### config.mk
export PLATFORM = sky130hd
export DESIGN_NAME = hp_event_agg
export DESIGN_NICKNAME = d
export VERILOG_FILES = /design/src/rtl/hp_agg_pkg.sv /design/src/rtl/hp_w1c_bank.sv /design/src/rtl/hp_grant_timer.sv /design/src/rtl/hp_out_stage.sv /design/src/rtl/hp_event_agg.sv
export SDC_FILE = /design/constraint.sdc
export NUM_CORES = 1
export LEC_CHECK = 0
export BUFFER_PORTS_ARGS = -buffer_cell sky130_fd_sc_hd__buf_2
export CORE_MARGIN = 2
export CORE_UTILIZATION = 50
export CTS_CLUSTER_DIAMETER = 50
export CTS_CLUSTER_SIZE = 24
export DETAILED_ROUTE_END_ITERATION = 10
export PLACE_DENSITY_LB_ADDON = 0.08
export SYNTH_ARGS = -nofsm -noshare
export SYNTH_HDL_FRONTEND = slang
export SYNTH_SLANG_ARGS = --single-unit
### constraint.sdc
create_clock -name clk -period 1.5 [get_ports clk]
set_input_delay 0.075 -clock clk [delete_from_list [all_inputs] [get_ports clk]]
set_output_delay 0.075 -clock clk [all_outputs]
set_load 0.01 [all_outputs]
### src/rtl/hp_agg_pkg.sv
package hp_agg_pkg;
  typedef enum logic [2:0] {
    REG_CTRL  = 3'd0,
    REG_EVT   = 3'd1,
    REG_SLOT  = 3'd2,
    REG_SMASK = 3'd3,
    REG_LOC   = 3'd4,
    REG_IP    = 3'd5
  } reg_addr_e;

  localparam int CTRL_W    = 7;
  localparam int C_GIM     = 0;  // global interrupt mask
  localparam int C_GSM     = 1;  // global system-error mask
  localparam int C_CCIM    = 2;  // command-complete interrupt mask
  localparam int C_ASM     = 3;  // arbiter system-error mask
  localparam int C_LIM     = 4;  // latch-change interrupt mask
  localparam int C_PIM     = 5;  // power-fault interrupt mask
  localparam int C_AIM     = 6;  // arbiter-timeout interrupt mask
  localparam logic [CTRL_W-1:0] CTRL_RST = 7'h7F;

  localparam int EVT_W     = 3;
  localparam int E_CC      = 0;
  localparam int E_AT      = 1;
  localparam int E_RSE     = 2;

  localparam int IP_W      = 4;
endpackage

### src/rtl/hp_w1c_bank.sv
module hp_w1c_bank #(
  parameter int W = 8
) (
  input  logic         clk,
  input  logic         rst,
  input  logic [W-1:0] set,
  input  logic [W-1:0] clr,
  output logic [W-1:0] q
);
  // set has priority over a same-cycle clear
  always_ff @(posedge clk) begin
    if (rst) q <= '0;
    else     q <= (q & ~clr) | set;
  end
endmodule

### src/rtl/hp_grant_timer.sv
module hp_grant_timer #(
  parameter int TMO_CYC = 1024
) (
  input  logic clk,
  input  logic rst,
  input  logic req,
  input  logic gnt,
  output logic hit
);
  localparam int CW = $clog2(TMO_CYC + 1);

  logic [CW-1:0] cnt;
  logic          waiting;

  assign waiting = req & ~gnt;
  assign hit     = waiting && (cnt == CW'(TMO_CYC - 1));

  always_ff @(posedge clk) begin
    if (rst || !waiting)            cnt <= '0;
    else if (cnt != CW'(TMO_CYC))   cnt <= cnt + 1'b1;
  end
endmodule

### src/rtl/hp_out_stage.sv
module hp_out_stage #(
  parameter int IPW = 4
) (
  input  logic           clk,
  input  logic           rst,
  input  logic [IPW-1:0] ip_vec,
  input  logic           gim,
  input  logic           gsm,
  input  logic           serr_src,
  input  logic           route_pin_en,
  input  logic           int_disable,
  output logic           wake,
  output logic           irq_pin,
  output logic           irq_msg,
  output logic           serr_out
);
  logic wake_d, irq_lvl, use_pin;

  assign wake_d  = |ip_vec;
  assign irq_lvl = wake_d & ~gim;
  assign use_pin = route_pin_en & ~int_disable;

  always_ff @(posedge clk) begin
    if (rst) begin
      wake     <= 1'b0;
      irq_pin  <= 1'b0;
      irq_msg  <= 1'b0;
      serr_out <= 1'b0;
    end else begin
      wake     <= wake_d;
      irq_pin  <= irq_lvl & use_pin;
      irq_msg  <= irq_lvl & ~use_pin;
      serr_out <= serr_src & ~gsm;
    end
  end
endmodule

### src/rtl/hp_event_agg.sv
module hp_event_agg
  import hp_agg_pkg::*;
#(
  parameter int NSLOT   = 4,
  parameter int DW      = 32,
  parameter int AW      = 3,
  parameter int TMO_CYC = 1024
) (
  input  logic             clk,
  input  logic             rst,
  input  logic             wr_en,
  input  logic             rd_en,
  input  logic [AW-1:0]    addr,
  input  logic [DW-1:0]    wdata,
  output logic [DW-1:0]    rdata,
  input  logic [NSLOT-1:0] slot_lc_set,
  input  logic [NSLOT-1:0] slot_pf_set,
  input  logic             busy,
  input  logic             arb_req,
  input  logic             arb_gnt,
  input  logic             route_pin_en,
  input  logic             int_disable,
  input  logic             serr_en,
  output logic             irq_pin,
  output logic             irq_msg,
  output logic             wake,
  output logic             serr_out
);
  localparam int SW   = 2 * NSLOT;
  localparam int WUSE = (SW > CTRL_W) ? SW : CTRL_W;
  localparam int LOCW = NSLOT + 1;

  logic [CTRL_W-1:0] ctrl_q;
  logic [SW-1:0]     smask_q;
  logic [SW-1:0]     slot_sts;
  logic [EVT_W-1:0]  evt_sts;
  logic [EVT_W-1:0]  evt_set, evt_clr;
  logic [SW-1:0]     slot_clr;
  logic              busy_q;
  logic              tmo_hit;
  logic              cc_sts, at_sts;
  logic [NSLOT-1:0]  slot_pend;
  logic              arb_pend;
  logic [LOCW-1:0]   locator;
  logic [IP_W-1:0]   ip_vec;
  logic              serr_src;
  logic              unused_wdata_hi;

  assign unused_wdata_hi = ^wdata[DW-1:WUSE];

  wire wr_ctrl  = wr_en && (addr == AW'(REG_CTRL));
  wire wr_evt   = wr_en && (addr == AW'(REG_EVT));
  wire wr_slot  = wr_en && (addr == AW'(REG_SLOT));
  wire wr_smask = wr_en && (addr == AW'(REG_SMASK));

  always_ff @(posedge clk) begin
    if (rst) begin
      ctrl_q  <= CTRL_RST;
      smask_q <= '1;
      busy_q  <= 1'b0;
    end else begin
      busy_q <= busy;
      if (wr_ctrl)  ctrl_q  <= wdata[CTRL_W-1:0];
      if (wr_smask) smask_q <= wdata[SW-1:0];
    end
  end

  hp_grant_timer #(.TMO_CYC(TMO_CYC)) u_timer (
    .clk(clk), .rst(rst), .req(arb_req), .gnt(arb_gnt), .hit(tmo_hit)
  );

  assign evt_set[E_CC]  = busy_q & ~busy;
  assign evt_set[E_AT]  = tmo_hit;
  assign evt_set[E_RSE] = serr_out & serr_en;
  assign evt_clr        = wr_evt ? wdata[EVT_W-1:0] : '0;
  assign slot_clr       = wr_slot ? wdata[SW-1:0] : '0;

  hp_w1c_bank #(.W(EVT_W)) u_evt (
    .clk(clk), .rst(rst), .set(evt_set), .clr(evt_clr), .q(evt_sts)
  );

  hp_w1c_bank #(.W(SW)) u_slot (
    .clk(clk), .rst(rst), .set({slot_pf_set, slot_lc_set}), .clr(slot_clr), .q(slot_sts)
  );

  assign cc_sts = evt_sts[E_CC];
  assign at_sts = evt_sts[E_AT];

  for (genvar i = 0; i < NSLOT; i++) begin : g_slot
    assign slot_pend[i] = (slot_sts[i]         & ~smask_q[i])
                        | (slot_sts[NSLOT + i] & ~smask_q[NSLOT + i]);
  end

  assign arb_pend = at_sts & ~ctrl_q[C_ASM];
  assign locator  = {slot_pend, arb_pend};
  assign serr_src = |locator;

  assign ip_vec[0] = cc_sts & ~ctrl_q[C_CCIM];
  assign ip_vec[1] = (|slot_sts[NSLOT-1:0])  & ~ctrl_q[C_LIM];
  assign ip_vec[2] = (|slot_sts[SW-1:NSLOT]) & ~ctrl_q[C_PIM];
  assign ip_vec[3] = at_sts & ~ctrl_q[C_AIM];

  hp_out_stage #(.IPW(IP_W)) u_out (
    .clk(clk), .rst(rst), .ip_vec(ip_vec),
    .gim(ctrl_q[C_GIM]), .gsm(ctrl_q[C_GSM]), .serr_src(serr_src),
    .route_pin_en(route_pin_en), .int_disable(int_disable),
    .wake(wake), .irq_pin(irq_pin), .irq_msg(irq_msg), .serr_out(serr_out)
  );

  logic [DW-1:0] rd_mux;
  always_comb begin
    rd_mux = '0;
    case (addr)
      AW'(REG_CTRL):  rd_mux = DW'(ctrl_q);
      AW'(REG_EVT):   rd_mux = DW'(evt_sts);
      AW'(REG_SLOT):  rd_mux = DW'(slot_sts);
      AW'(REG_SMASK): rd_mux = DW'(smask_q);
      AW'(REG_LOC):   rd_mux = DW'(locator);
      AW'(REG_IP):    rd_mux = DW'(ip_vec);
      default:        rd_mux = '0;
    endcase
  end

  always_ff @(posedge clk) begin
    if (rst)        rdata <= '0;
    else if (rd_en) rdata <= rd_mux;
    else            rdata <= '0;
  end
endmodule

==> flow_metrics.env, run 1 <==
export IMPL_status="finished, final reports clean"
export IMPL_layout_drive_gt1_share=0.241
export IMPL_final_cell_mix="dfxtp_1, buf_2, nor2_1"
export IMPL_coreArea_sq_um=4820
export IMPL_dieHeight_um=75.3
export IMPL_arrival_ns=1.49
export IMPL_place_area_sq_um=2720
export IMPL_slowest_stage="dfxtp_1"
export IMPL_rows=25
export IMPL_synth_avg_cell_area_sq_um=8.56
export IMPL_hold_class="primary input to register"
export IMPL_grt_pass1_vias=2109
export IMPL_yosysTopAreaCell="dfxtp_1"
export IMPL_hpwl_um=4500
export IMPL_drt_total_wl_um=5990
export IMPL_clock_sinks=50
export IMPL_synth_ff_type="dfxtp_1"
export IMPL_crit_type="register to register"
export IMPL_cts_buffer_depth=2
export IMPL_place_ws_ns=0.195
export IMPL_maxSlewViolCount=0
export IMPL_htreeDepth=2
export IMPL_yosysWarnings=0
export IMPL_grt_max_degree=20
export IMPL_grt_pass1_wl_um=9990
export IMPL_drt_pass1_iterations=4
export IMPL_startpoint_type="register"
export IMPL_synth_area_leaders="dfxtp_1, buf_4, nor2_1"
export IMPL_rsz0062_at_grt="no"
export IMPL_track_usage=0.234
export IMPL_setup_viol=0
export IMPL_gp_congestion=0.916
export IMPL_cts_post_setup_buffers_inserted=0
export IMPL_clk_pin_slew_ns=0.09
export IMPL_die_width_um=75.3
export IMPL_min_period_ns=1.31
export IMPL_synth_cell_types=55
export IMPL_antenna_cells=0
export IMPL_detail_route_antenna_nets=0
export IMPL_area_growth_pct=15.0
export IMPL_antenna_found_initial=1
export IMPL_io_pins=89
export IMPL_synth_area_sq_um=2540
export IMPL_cp_cell_sequence="nor4_1, nor2_1, o31ai_2, nor3_1"
export IMPL_powerDensity_nw_per_um2=920
export IMPL_cts_tree="yes"
export IMPL_clock_root_buffer="clkbuf_8"
export IMPL_synth_top_area_frac=0.394
export IMPL_fin_tns_setup_ns=0
export IMPL_power_leakage_nw=1.26
export IMPL_min_period_over_period=0.871
export IMPL_cp_slowest_stage_delay_ns=0.38
export IMPL_ys_ff_latch=50
export IMPL_cp_end_kind="register"
export IMPL_maxCapViolCount=0
export IMPL_crit_buf_inv=0
export IMPL_port_buffers=40
export IMPL_drc=0
export IMPL_finalHoldViolCount=0
export IMPL_peakVddDrop_mv=0.525
export IMPL_wl_per_cell_um=14.3
export IMPL_clock_latency_ns=0.30
export IMPL_via_per_inst=5.18
export IMPL_ctsResizeCount=0
export IMPL_final_common_cell="dfxtp_1"
export IMPL_drt_iter0_markers=106
export IMPL_cp_max_fo=4
export IMPL_cts_inserted_buffers=5
export IMPL_whs_ns=0.00713
export IMPL_cp_required_ns=1.68
export IMPL_timing_fmax_mhz=765
export IMPL_final_area_sq_um=2930
export IMPL_synth_seq_area_share=0.394
export IMPL_cp_top_family="simple AND/OR/NAND/NOR gates"
export IMPL_rrSetupSlack_ns=0.19
export IMPL_postSynthCellCount=297
export IMPL_fin_skew_ns=0.00707
export IMPL_grt_ovfl_total=0
export IMPL_worst_slack_ns=0.193
export IMPL_ys_async_sr_fraction=0
export IMPL_num_vias=2171
export IMPL_start_util=0.528
export IMPL_finalNetCount=406
export IMPL_synth_edff_count=0
export IMPL_die_area_sq_um=5670
[metal layers]
| metal | vias to the layer above | part of all wire | global-route usage |
|---|---|---|---|
| li1 | 1083 | - | - |
| met1 | 1016 | 0.43 | 0.286 |
| met2 | 67 | 0.50 | 0.414 |
| met3 | 5 | 0.066 | 0.0569 |
| met4 | 0 | 0.012 | 0.0604 |
| met5 | - | 0 | 0 |
[cell usage after synthesis, types with 2 or more instances]
| master | n |
|---|---|
| mux2i_1 | 5 |
| buf_6 | 3 |
| xnor2_1 | 5 |
| nand3_2 | 7 |
| o221ai_1 | 2 |
| o22ai_1 | 5 |
| nand2_2 | 8 |
| buf_4 | 27 |
| ha_1 | 2 |
| a22oi_1 | 4 |
| a31oi_1 | 4 |
| inv_1 | 13 |
| nor2b_1 | 5 |
| nor4_1 | 5 |
| dfxtp_1 | 50 |
| a21oi_1 | 13 |
| o211ai_2 | 2 |
| nand2b_1 | 4 |
| buf_2 | 3 |
| nor3b_1 | 2 |
| a211oi_1 | 2 |
| o21ai_0 | 2 |
| xor2_1 | 3 |
| nor3_1 | 5 |
| nand2_1 | 31 |
| nand4_1 | 3 |
| nand3b_1 | 2 |
| nor2_1 | 37 |
| nand3_1 | 16 |
| clkbuf_1 | 2 |
[report_power, final]
group,total (mW),switching [mW],internal (mW)
registers,1.40,0.0328,1.37
clock network,0.944,0.446,0.498
logic,0.344,0.204,0.140
[sequential cells by signal, summed over array words and instances (netlist names)]
| name | flops |
|---|---|
| u_slot.q | 8 |
| u_out.wake | 1 |
| u_out.serr_out | 1 |
| u_evt.q | 3 |
| busy_q | 1 |
| u_out.irq_msg | 1 |
| smask_q | 8 |
| u_out.irq_pin | 1 |
| rdata | 8 |
| ctrl_q | 7 |
| u_timer.cnt | 11 |
[path summary, 6_finish.rpt]
check                                                 to                   start  depth (start not counted)
worst max-delay path            u_out.irq_msg$_SDFF_PP0_  u_slot.q[2]$_SDFF_PP0_                          4
worst min register to register     u_evt.q[0]$_SDFF_PP0_       busy_q$_SDFF_PP0_                          2
worst min-delay path             smask_q[3]$_SDFFE_PP1P_                wdata[3]                          3
worst max register to register  u_out.irq_msg$_SDFF_PP0_  u_slot.q[2]$_SDFF_PP0_                          4
[logic make-up after synthesis]
logic type,Yosys count,synth area share
buffers and inverters,50,0.128
AOI/OAI and AO/OA,45,0.129
xor gates and xnor gates,8,0.0275
muxes,6,0.0241
other,1,0.00147
and+or+nand+nor,135,0.286
DFF,50,0.394
adders and majority gates,2,0.00984
[worst register-to-register path: cells and delay by family, from the launching register on]
kind | cells | cell delay [ns]
and+or+nand+nor | 3 | 0.50
DFF | 1 | 0.38
AOI/OAI and AO/OA | 1 | 0.32
[area by class of cell]
class / count / area (sq um)
Fill cell: 469 / 1890
Multi-Input combinational cell: 220 / 1300
Sequential cell: 50 / 1000
Timing Repair Buffer: 60 / 375
Clock inverter: 2 / 37.5
Inverter: 14 / 52.6
Tap cell: 67 / 83.8
Clock buffer: 6 / 72.6
[metrics by stage]
step	utilization	power, mW	instances
3_3_place_gp	0.564	1.75	401
5_1_grt	0.607	2.82	419
6_report	0.607	2.69	419
4_1_cts	0.607	2.71	419
3_5_place_dp	0.564	1.75	401
2_1_floorplan	-	1.69	320
[what timing repair did]
action / 4_1_cts / 5_1_grt
hold endpoints to repair: 10 / 0
setup endpoints to repair: 0 / 0
hold buffers: 10 / 0
(Power assumes the default switching activity.)
==> run 2: changes to the inputs <==
- GPL_TIMING_DRIVEN: unset -> 0
==> run 2 against run 1 <==
Compared with the run above: cell area grew 5.4%; flip-flop and latch count is the same; non-clock buffer count grew 21; worst setup slack lost 0.042 ns; highest routed layer unchanged; maximum frequency shrank 3.1%; sequential power is essentially flat.
==> flow_metrics.env, run 2 (synthesized netlist as in run 1, its figures left out) <==
export IMPL_routed_top_layer="met4"
export IMPL_p_int_mw=1.92
export IMPL_met1Wirelength_um=2800
export IMPL_maxCapViolCount=0
export IMPL_whs_ns=0.00499
export IMPL_arrival_ns=1.53
export IMPL_crit_buf_inv=0
export IMPL_num_vias=2231
export IMPL_cp_top_family="simple AND/OR/NAND/NOR gates"
export IMPL_drt_total_wl_um=6130
export IMPL_die_width_um=75.3
export IMPL_via_per_inst=5.07
export IMPL_die_area_sq_um=5670
export IMPL_clock_latency_ns=0.30
export IMPL_cp_max_fo=5
export IMPL_grt_pass1_wl_um=9860
export IMPL_cp_end_kind="register"
export IMPL_wl_met3_um=318
export IMPL_final_area_sq_um=3080
export IMPL_coreArea_sq_um=4820
export IMPL_final_cell_mix="dfxtp_1, buf_2, nor2_1"
export IMPL_port_buffers=38
export IMPL_track_usage=0.232
export IMPL_wl_met2_um=2910
export IMPL_layout_drive_gt1_share=0.292
export IMPL_relSlewSlack=0.592
export IMPL_hpwl_um=4680
export IMPL_peakVddDrop_mv=0.431
export IMPL_drt_iter0_markers=139
export IMPL_rsz0062_at_grt="no"
export IMPL_cp_slowest_stage_delay_ns=0.35
export IMPL_slowest_stage="dfxtp_1"
export IMPL_maxSlewViolCount=0
export IMPL_cts_buffer_depth=2
export IMPL_startpoint_type="register"
export IMPL_htreeDepth=2
export IMPL_powerDensity_nw_per_um2=847
export IMPL_cp_required_ns=1.69
export IMPL_power_share_clock=0.311
export IMPL_finalHoldViolCount=0
export IMPL_min_period_ns=1.35
export IMPL_place_area_sq_um=2900
export IMPL_utilization=0.640
export IMPL_antenna_found_initial=0
export IMPL_grt_pass1_vias=2019
export IMPL_grt_max_degree=16
export IMPL_min_period_over_period=0.899
export IMPL_regMostFlops="u_timer.cnt"
export IMPL_fill_cells=455
export IMPL_hold_class="primary input to register"
export IMPL_status="finished, final reports clean"
export IMPL_io_pins=89
export IMPL_drc=0
export IMPL_fin_skew_ns=0.00616
export IMPL_clock_root_buffer="clkbuf_8"
export IMPL_antenna_cells=0
export IMPL_p_sw_frac=0.265
export IMPL_final_common_cell="dfxtp_1"
export IMPL_power_leakage_nw=1.37
export IMPL_clk_pin_slew_ns=0.09
export IMPL_clock_sinks=50
export IMPL_cp_cell_sequence="nor4_1, nand4_1, nand3_2, o22ai_1"
export IMPL_cts_tree="yes"
export IMPL_dieHeight_um=75.3
export IMPL_finalNetCount=427
export IMPL_setup_viol=0
export IMPL_rows=25
export IMPL_gp_congestion=0.929
export IMPL_worstMarginPinSlew_ns=0.612
export IMPL_crit_type="register to register"
export IMPL_power_switching_mw=0.692
export IMPL_largest_reg_flops=11
export IMPL_comb_power_share=0.152
export IMPL_timing_fmax_mhz=741
export IMPL_cts_inserted_buffers=5
export IMPL_area_growth_pct=21.2
export IMPL_wl_per_cell_um=13.9
export IMPL_drt_pass1_iterations=4
export IMPL_detail_route_antenna_nets=0
export IMPL_seqPwrFrac=0.537
export IMPL_start_util=0.528
export IMPL_fin_tns_setup_ns=0
export IMPL_grt_ovfl_total=0
-- run 2: final cells by class --
cell class	count	area, sq um	area share
tap	67	83.8	0.0272
timing repair buffer	45	260	0.0844
buffer	36	274	0.0888
clock inverter	2	12.5	0.00406
multi-input combinational	220	1320	0.427
inverter	14	52.6	0.0170
sequential	50	1000	0.325
clock buffer	6	82.6	0.0268
-- run 2: power groups by stage --
stage          logic (mW)  clock network, mW  registers (mW)
2_1_floorplan       0.263                  0            1.43
3_3_place_gp        0.371                  0            1.43
3_5_place_dp        0.373                  0            1.44
4_1_cts             0.389              0.827            1.40
5_1_grt             0.438              0.876            1.41
6_report            0.396              0.813            1.40
-- run 2: through the flow --
step,instances,power (mW),setup slack [ns]
after floorplan,320,1.69,0.320
after global placement,425,1.81,0.146
after detailed placement,425,1.81,0.132
after CTS,440,2.62,0.117
after global routing,440,2.72,0.0175
final,440,2.61,0.151
-- run 2: what timing repair did --
item,4_1_cts,5_1_grt
buffers inserted,0,0
gates resized for setup,0,2
setup endpoints to repair,0,5
hold endpoints to repair,7,0
hold buffers,7,0
-- run 2: final timing paths --
path / from / end / slack (ns) / cells past startpoint
max reg2reg: u_timer.cnt[6]$_SDFFE_PP0P_ / u_timer.cnt[2]$_SDFFE_PP0P_ / 0.15 / 4
max: u_timer.cnt[6]$_SDFFE_PP0P_ / u_timer.cnt[2]$_SDFFE_PP0P_ / 0.15 / 4
min: busy / busy_q$_SDFF_PP0_ / 0.005 / 2
min reg2reg: busy_q$_SDFF_PP0_ / u_evt.q[0]$_SDFF_PP0_ / 0.47 / 2
-- run 2: metal layers --
layer  track usage  vias up
li1              -     1124
met1         0.314     1014
met2         0.390       80
met3        0.0370       13
met4        0.0546        0
met5             0        -
